--- src/rtl/mac_stats_pkg.sv ---
package mac_stats_pkg;

    localparam int NUM_WORDS     = 32;
    localparam int MISC_W        = 14;

    // Word map, fixed because software decodes it
    localparam int W_RX_OCT_LO   = 0;
    localparam int W_RX_OCT_HI   = 1;
    localparam int W_RX_BAD_OCT  = 2;
    localparam int W_RX_GOOD_FRM = 4;
    localparam int W_RX_BAD_FRM  = 5;
    localparam int W_RX_BCAST    = 6;
    localparam int W_RX_MCAST    = 7;
    localparam int W_BIN_BASE    = 8;
    localparam int NUM_BINS      = 6;
    localparam int W_TX_OCT_LO   = 14;
    localparam int W_TX_OCT_HI   = 15;
    localparam int W_TX_FRM      = 16;
    localparam int W_TX_MCAST    = 18;
    localparam int W_TX_BCAST    = 19;

    typedef enum logic {
        RD_IDLE = 1'b0,
        RD_RESP = 1'b1
    } rd_state_e;

    // Destination word of miscellaneous strobe k
    function automatic int misc_word(input int k);
        if (k == 0)      return 3;
        else if (k == 1) return 17;
        else             return 18 + k;
    endfunction

endpackage

--- src/rtl/stat_event_decode.sv ---
module stat_event_decode
    import mac_stats_pkg::*;
#(
    parameter int LEN_W = 16
) (
    input  logic             rx_done,
    input  logic [LEN_W-1:0] rx_len,
    input  logic             rx_ok,
    input  logic             rx_bcast,
    input  logic             rx_mcast,
    input  logic             tx_done,
    input  logic [LEN_W-1:0] tx_len,
    input  logic             tx_bcast,
    input  logic             tx_mcast,
    input  logic [MISC_W-1:0] misc_evt,
    output logic [LEN_W-1:0] amt [NUM_WORDS]
);

    localparam logic [LEN_W-1:0] ONE = LEN_W'(1);

    logic [2:0] bin_idx;

    // Length bin of a good received frame
    always_comb begin
        if (rx_len <= LEN_W'(64))        bin_idx = 3'd0;
        else if (rx_len <= LEN_W'(127))  bin_idx = 3'd1;
        else if (rx_len <= LEN_W'(255))  bin_idx = 3'd2;
        else if (rx_len <= LEN_W'(511))  bin_idx = 3'd3;
        else if (rx_len <= LEN_W'(1023)) bin_idx = 3'd4;
        else                             bin_idx = 3'd5;
    end

    always_comb begin
        for (int w = 0; w < NUM_WORDS; w++) begin
            amt[w] = '0;
        end
        if (rx_done) begin
            if (rx_ok) begin
                amt[W_RX_OCT_LO]   = rx_len;
                amt[W_RX_GOOD_FRM] = ONE;
                amt[W_BIN_BASE + int'(bin_idx)] = ONE;
                if (rx_bcast) amt[W_RX_BCAST] = ONE;
                if (rx_mcast) amt[W_RX_MCAST] = ONE;
            end else begin
                amt[W_RX_BAD_OCT] = rx_len;
                amt[W_RX_BAD_FRM] = ONE;
            end
        end
        if (tx_done) begin
            amt[W_TX_OCT_LO] = tx_len;
            amt[W_TX_FRM]    = ONE;
            if (tx_mcast) amt[W_TX_MCAST] = ONE;
            if (tx_bcast) amt[W_TX_BCAST] = ONE;
        end
        for (int k = 0; k < MISC_W; k++) begin
            if (misc_evt[k]) amt[misc_word(k)] = ONE;
        end
    end

endmodule

--- src/rtl/stat_sat_counter.sv ---
module stat_sat_counter #(
    parameter int CNT_W = 32,
    parameter int LEN_W = 16
) (
    input  logic             clk,
    input  logic             rst_n,
    input  logic             clr,
    input  logic [LEN_W-1:0] amt,
    output logic [CNT_W-1:0] value
);

    logic [CNT_W-1:0] cnt;
    logic [CNT_W-1:0] base;
    logic [CNT_W:0]   sum;

    // A read clears first, then the same-cycle increment lands
    always_comb begin
        base = clr ? '0 : cnt;
        sum  = {1'b0, base} + (CNT_W+1)'(amt);
    end

    always_ff @(posedge clk) begin
        if (!rst_n) begin
            cnt <= '0;
        end else begin
            cnt <= sum[CNT_W] ? '1 : sum[CNT_W-1:0];
        end
    end

    assign value = cnt;

endmodule

--- src/rtl/stat_wide_counter.sv ---
module stat_wide_counter #(
    parameter int CNT_W = 32,
    parameter int LEN_W = 16
) (
    input  logic             clk,
    input  logic             rst_n,
    input  logic             clr_lo,
    input  logic             clr_hi,
    input  logic [LEN_W-1:0] amt,
    output logic [CNT_W-1:0] lo_val,
    output logic [CNT_W-1:0] hi_val
);

    localparam int WIDE_W = 2 * CNT_W;

    logic [WIDE_W-1:0] total;
    logic [CNT_W-1:0]  snap;

    always_ff @(posedge clk) begin
        if (!rst_n) begin
            total <= '0;
            snap  <= '0;
        end else begin
            total <= (clr_lo ? '0 : total) + WIDE_W'(amt);
            if (clr_lo) begin
                snap <= total[WIDE_W-1:CNT_W];
            end else if (clr_hi) begin
                snap <= '0;
            end
        end
    end

    assign lo_val = total[CNT_W-1:0];
    assign hi_val = snap;

endmodule

--- src/rtl/mac_stats_bank.sv ---
module mac_stats_bank
    import mac_stats_pkg::*;
#(
    parameter int CNT_W = 32,
    parameter int LEN_W = 16,
    localparam int ADDR_W = $clog2(NUM_WORDS)
) (
    input  logic              clk,
    input  logic              rst_n,
    input  logic              rx_done,
    input  logic [LEN_W-1:0]  rx_len,
    input  logic              rx_ok,
    input  logic              rx_bcast,
    input  logic              rx_mcast,
    input  logic              tx_done,
    input  logic [LEN_W-1:0]  tx_len,
    input  logic              tx_bcast,
    input  logic              tx_mcast,
    input  logic [MISC_W-1:0] misc_evt,
    input  logic              rd_en,
    input  logic [ADDR_W-1:0] rd_addr,
    output logic              rd_valid,
    output logic [CNT_W-1:0]  rd_data
);

    logic [LEN_W-1:0]     amt      [NUM_WORDS];
    logic [CNT_W-1:0]     word_val [NUM_WORDS];
    logic [NUM_WORDS-1:0] rd_hit;
    rd_state_e            state, state_nxt;

    stat_event_decode #(.LEN_W(LEN_W)) u_decode (
        .rx_done  (rx_done),
        .rx_len   (rx_len),
        .rx_ok    (rx_ok),
        .rx_bcast (rx_bcast),
        .rx_mcast (rx_mcast),
        .tx_done  (tx_done),
        .tx_len   (tx_len),
        .tx_bcast (tx_bcast),
        .tx_mcast (tx_mcast),
        .misc_evt (misc_evt),
        .amt      (amt)
    );

    always_comb begin
        rd_hit = '0;
        if (rd_en) rd_hit[rd_addr] = 1'b1;
    end

    for (genvar i = 0; i < NUM_WORDS; i++) begin : g_word
        if (i == W_RX_OCT_LO || i == W_TX_OCT_LO) begin : g_wide
            stat_wide_counter #(.CNT_W(CNT_W), .LEN_W(LEN_W)) u_cnt (
                .clk    (clk),
                .rst_n  (rst_n),
                .clr_lo (rd_hit[i]),
                .clr_hi (rd_hit[i+1]),
                .amt    (amt[i]),
                .lo_val (word_val[i]),
                .hi_val (word_val[i+1])
            );
        end else if (i == W_RX_OCT_HI || i == W_TX_OCT_HI) begin : g_hi
            // served by the wide counter of the word below
        end else begin : g_sat
            stat_sat_counter #(.CNT_W(CNT_W), .LEN_W(LEN_W)) u_cnt (
                .clk   (clk),
                .rst_n (rst_n),
                .clr   (rd_hit[i]),
                .amt   (amt[i]),
                .value (word_val[i])
            );
        end
    end

    // Read machine: state register
    always_ff @(posedge clk) begin
        if (!rst_n) state <= RD_IDLE;
        else        state <= state_nxt;
    end

    always_comb begin
        state_nxt = state;
        unique case (state)
            RD_IDLE: if (rd_en)  state_nxt = RD_RESP;
            RD_RESP: if (!rd_en) state_nxt = RD_IDLE;
        endcase
    end

    // Read machine: outputs
    always_ff @(posedge clk) begin
        if (!rst_n) rd_data <= '0;
        else        rd_data <= rd_en ? word_val[rd_addr] : '0;
    end

    assign rd_valid = (state == RD_RESP);

endmodule

--- config.mk ---
export PLATFORM = sky130hd
export DESIGN_NAME = mac_stats_bank
export DESIGN_NICKNAME = d
export VERILOG_FILES = /design/src/rtl/mac_stats_pkg.sv /design/src/rtl/stat_event_decode.sv /design/src/rtl/stat_sat_counter.sv /design/src/rtl/stat_wide_counter.sv /design/src/rtl/mac_stats_bank.sv
export SDC_FILE = /design/constraint.sdc
export NUM_CORES = 2
export LEC_CHECK = 0
export CORE_ASPECT_RATIO = 0.8
export CORE_MARGIN = 5
export CORE_UTILIZATION = 40
export CTS_BUF_LIST = sky130_fd_sc_hd__clkbuf_4 sky130_fd_sc_hd__clkbuf_8
export CTS_CLUSTER_SIZE = 30
export DETAILED_ROUTE_END_ITERATION = 10
export DONT_BUFFER_PORTS = 1
export GPL_ROUTABILITY_DRIVEN = 0
export PLACE_DENSITY = 0.58
export SLEW_MARGIN = 0
export SYNTH_ARGS = -nofsm -noshare
export SYNTH_HDL_FRONTEND = slang
export SYNTH_SLANG_ARGS = --single-unit
export TNS_END_PERCENT = 100
--- constraint.sdc ---
create_clock -name clk -period 11.5 [get_ports clk]
set_input_delay 1.15 -clock clk [delete_from_list [all_inputs] [get_ports clk]]
set_output_delay 1.15 -clock clk [all_outputs]
set_load 0.03 [all_outputs]
==> impl_metrics.tcl <==
set metrics [dict create \
    number_of_drc_violations_after_detailed_routing_iteration_0 6903 \
    grt_antenna_before_repair 10 \
    arrival_ns 6.46 \
    firstDrtPassIters 6 \
    dieHeight_um 364 \
    maxClockFrequency_ghz 0.177 \
    max-slew-margin-rel_pct 9.85 \
    htree_num_levels 4 \
    critical_path.max_stage_delay_ns 0.75 \
    total_via_count_in_the_routed_design 55600 \
    end_of_the_worst_register_to_register_path "g_word[2].g_sat.u_cnt.value[17]" \
    filler_cell_count 15200 \
    type_of_the_tightest_min_delay_check "in -> reg" \
    layout_common_cells "sky130_fd_sc_hd__dfxtp_1, sky130_fd_sc_hd__nand2_1, sky130_fd_sc_hd__nor2_1" \
    synth_cell_type_count 96 \
    avgRoutedWirePerCell_um 23.7 \
    yosys.area.top_type_share_pct 35.8 \
    report.power.total_mw 8.41 \
    worst-slew-pin-transition_ns 1.35 \
    finClkSkew_ns 0.0541 \
    grt_pass1_wl_um 328000 \
    whs_path_depth 1 \
    grt_max_degree 267 \
    drive_above_1_share_pct 10.6 \
    fin_nets 7269 \
    worst_hold_startpoint "rst_n" \
    synth_cells 7246 \
    detailedPlacementHpwl_um 161000 \
    postSynthNetCount 7412 \
    leakagePower_nw 23.4 \
    tns_ns 0 \
    die_w_um 452 \
    clock_path_buffers 3 \
    synth_top_cells_by_area "sky130_fd_sc_hd__dfxtp_1, sky130_fd_sc_hd__mux4_2, sky130_fd_sc_hd__xor2_1" \
    dominantRegCellSynth "sky130_fd_sc_hd__dfxtp_1" \
    tritoncts "yes" \
    share_of_flip_flops_with_an_asynchronous_set_or_reset_pct 0 \
    path_depth 12 \
    most_common_cell_after_layout_fill_and_taps_aside "sky130_fd_sc_hd__dfxtp_1" \
    run_status "completed" \
    timing.critical_path.mode_cell "sky130_fd_sc_hd__a21oi_1" \
    final_antenna_net_count 0 \
    design.core.area_um2 155000 \
    worst_setup_path_end_kind "register" \
    yosys_register_bits 1121 \
    ctsRootBufferMaster "sky130_fd_sc_hd__clkbuf_8" \
    worst_ep_required_time_ns 12.31 \
    max-cap-violations 0 \
    timing.final.max_slew_violations 0 \
    clock_latency_ns 0.96 \
    critical_path_startpoint_category "input pin" \
    path_buf_inv 1 \
    cts_repair_resize_count 0 \
    fin_crit_ns 5.66 \
    synth_warnings 0 \
    cts_post_setup_buffers_inserted 0 \
    post-route-drc-count 0 \
    rsz_0062_raised_after_global_routing "false" \
    num_clock_sinks 1121 \
    worstPathMaxFanout 264 \
    area_delta_synth_final_pct 9.34 \
    fp-row-count 129 \
    gr-usage-all-layers_pct 25.9 \
    clk_pin_slew_worst_paths_ns 0.06 \
    worstSetupPathType "in -> reg" \
    power_density_nw_per_um2 123 \
    mappedNetlistArea_um2 62600 \
    io_buffers 0 \
    worstRegToRegCells 11 \
    synth_enable_flop_cells 0 \
    timing_hold_violations_final 0 \
    grt-ovfl-total 0 \
    reg2reg_from "g_word[2].g_sat.u_cnt.value[0]" \
    holdPathEnd "g_word[23].g_sat.u_cnt.value[23]" \
    finalCoreUtilization_pct 44.1 \
    cp_cell_sequence "nor2b_2 > buf_4 > nand2_1 > and2_1 > ha_1 > o211ai_1 > a21oi_1 > o221ai_1 > a21oi_1 > o2111ai_1 > or2_2 > o21ai_0" \
    io_pins 94 \
    initial_utilization_pct 40.4 \
    avgSynthCellArea_um2 8.64 \
    finalWirelength_um 222000 \
    timing.final.crit_share_pct 49.2 \
    cts_made_buffers 190 \
    drt-vias-per-instance 5.94 \
    setup_viol 0 \
    synth-seq-area-share_pct 35.8 \
    design.die.area_um2 165000 \
    worst_supply_voltage_drop_on_vdd_v 0.000117 \
    synth_area_leader_cell "sky130_fd_sc_hd__dfxtp_1" \
    first_global_vias 50200 \
    ff2ff_setup_slack_ns 7.56 \
    post_cts_hold_buffer_count 0 \
    worst_path_dominant_cell_family "compound AO/OA/AOI/OAI gates" \
    critPathSlowestCell "sky130_fd_sc_hd__a21oi_1" \
]
sequential cells by signal, indices dropped and copies added, names as in the netlist:
| name | flops |
|---|---|
| rd_valid | 1 |
| rd_data | 32 |
| g_word.g_sat.u_cnt.value | 896 |
| g_word.g_wide.u_cnt.hi_val | 64 |
| g_word.g_wide.u_cnt.total | 128 |
metrics by stage:
stage / cell area (um2) / worst slack [ns] / hold slack [ns] / std cells
after floorplan: 62600 / 6.55 / 0.444 / 7246
after global placement: 64200 / 5.30 / 0.470 / 9007
after detailed placement: 64200 / 5.12 / 0.482 / 9007
after CTS: 68400 / 6.11 / 0.293 / 9351
after global routing: 68500 / 5.62 / 0.357 / 9356
final: 68500 / 5.84 / 0.420 / 9361
worst max path at each step:
| stage | start | slack [ns] | end |
|---|---|---|---|
| final | rd_addr[0] | 5.84 | g_word[2].g_sat.u_cnt.value[17] |
| after global routing | rd_addr[0] | 5.62 | g_word[2].g_sat.u_cnt.value[17] |
| after CTS | rx_len[13] | 6.11 | g_word[10].g_sat.u_cnt.value[27] |
| after detailed placement | rx_len[13] | 5.12 | g_word[10].g_sat.u_cnt.value[27] |
| after global placement | rx_len[13] | 5.30 | g_word[10].g_sat.u_cnt.value[16] |
| after floorplan | rd_addr[2] | 6.55 | g_word[0].g_wide.u_cnt.total[59] |
kinds of logic after synthesis:
kind of cell	synth area share (%)
muxes	9.98
and+or+nand+nor	24.3
buffers and inverters	3.18
DFF	35.8
adders and majority gates	2.13
xor gates and xnor gates	10.8
AOI/OAI and AO/OA	13.7
cells in the mapped netlist (all sizes together) (42+ instances only):
cell type and count:
dfxtp 1121, nand3 399, and2 188, clkbuf 299, o21a 69, mux2i 45
nor2 771, a21oi 492, xnor2 372, nor4 55, nor3 132, nand2 871
mux4 256, and3 182, o21ai 308, buf 98, a22oi 180, xor2 401
a211oi 48, and4 106, inv 98, o211ai 42, ha 102, nand4 185
routing by layer:
metal | vias up | global-route usage, % | share of wire, %
met5 | - | 0 | 0.014
met4 | 4 | 11.3 | 4.5
met3 | 428 | 6.98 | 11
met2 | 2532 | 35.7 | 40
met1 | 26800 | 37.8 | 44
li1 | 25900 | - | -
power breakdown:
group | leakage (nW) | total, mW | switching (mW) | internal [mW]
Combinational | 12.1 | 0.405 | 0.250 | 0.155
Sequential | 9.04 | 3.96 | 0.0383 | 3.92
Clock | 2.27 | 4.04 | 1.80 | 2.24
Total | 23.4 | 8.41 | 2.09 | 6.32
layout make-up:
cell class              instances  area [um2]  share of cell area (%)
multi-input cells            5630       38300                    55.9
flip-flops and latches       1121       22400                    32.8
clock buffers                 294        3750                    5.48
well taps                    2096        2620                    3.83
clock inverters                50         507                   0.740
repair buffers                 62         478                   0.698
inverters                      98         375                   0.548
diodes                         10        25.0                  0.0365
Power figures use the tool's default switching activity.
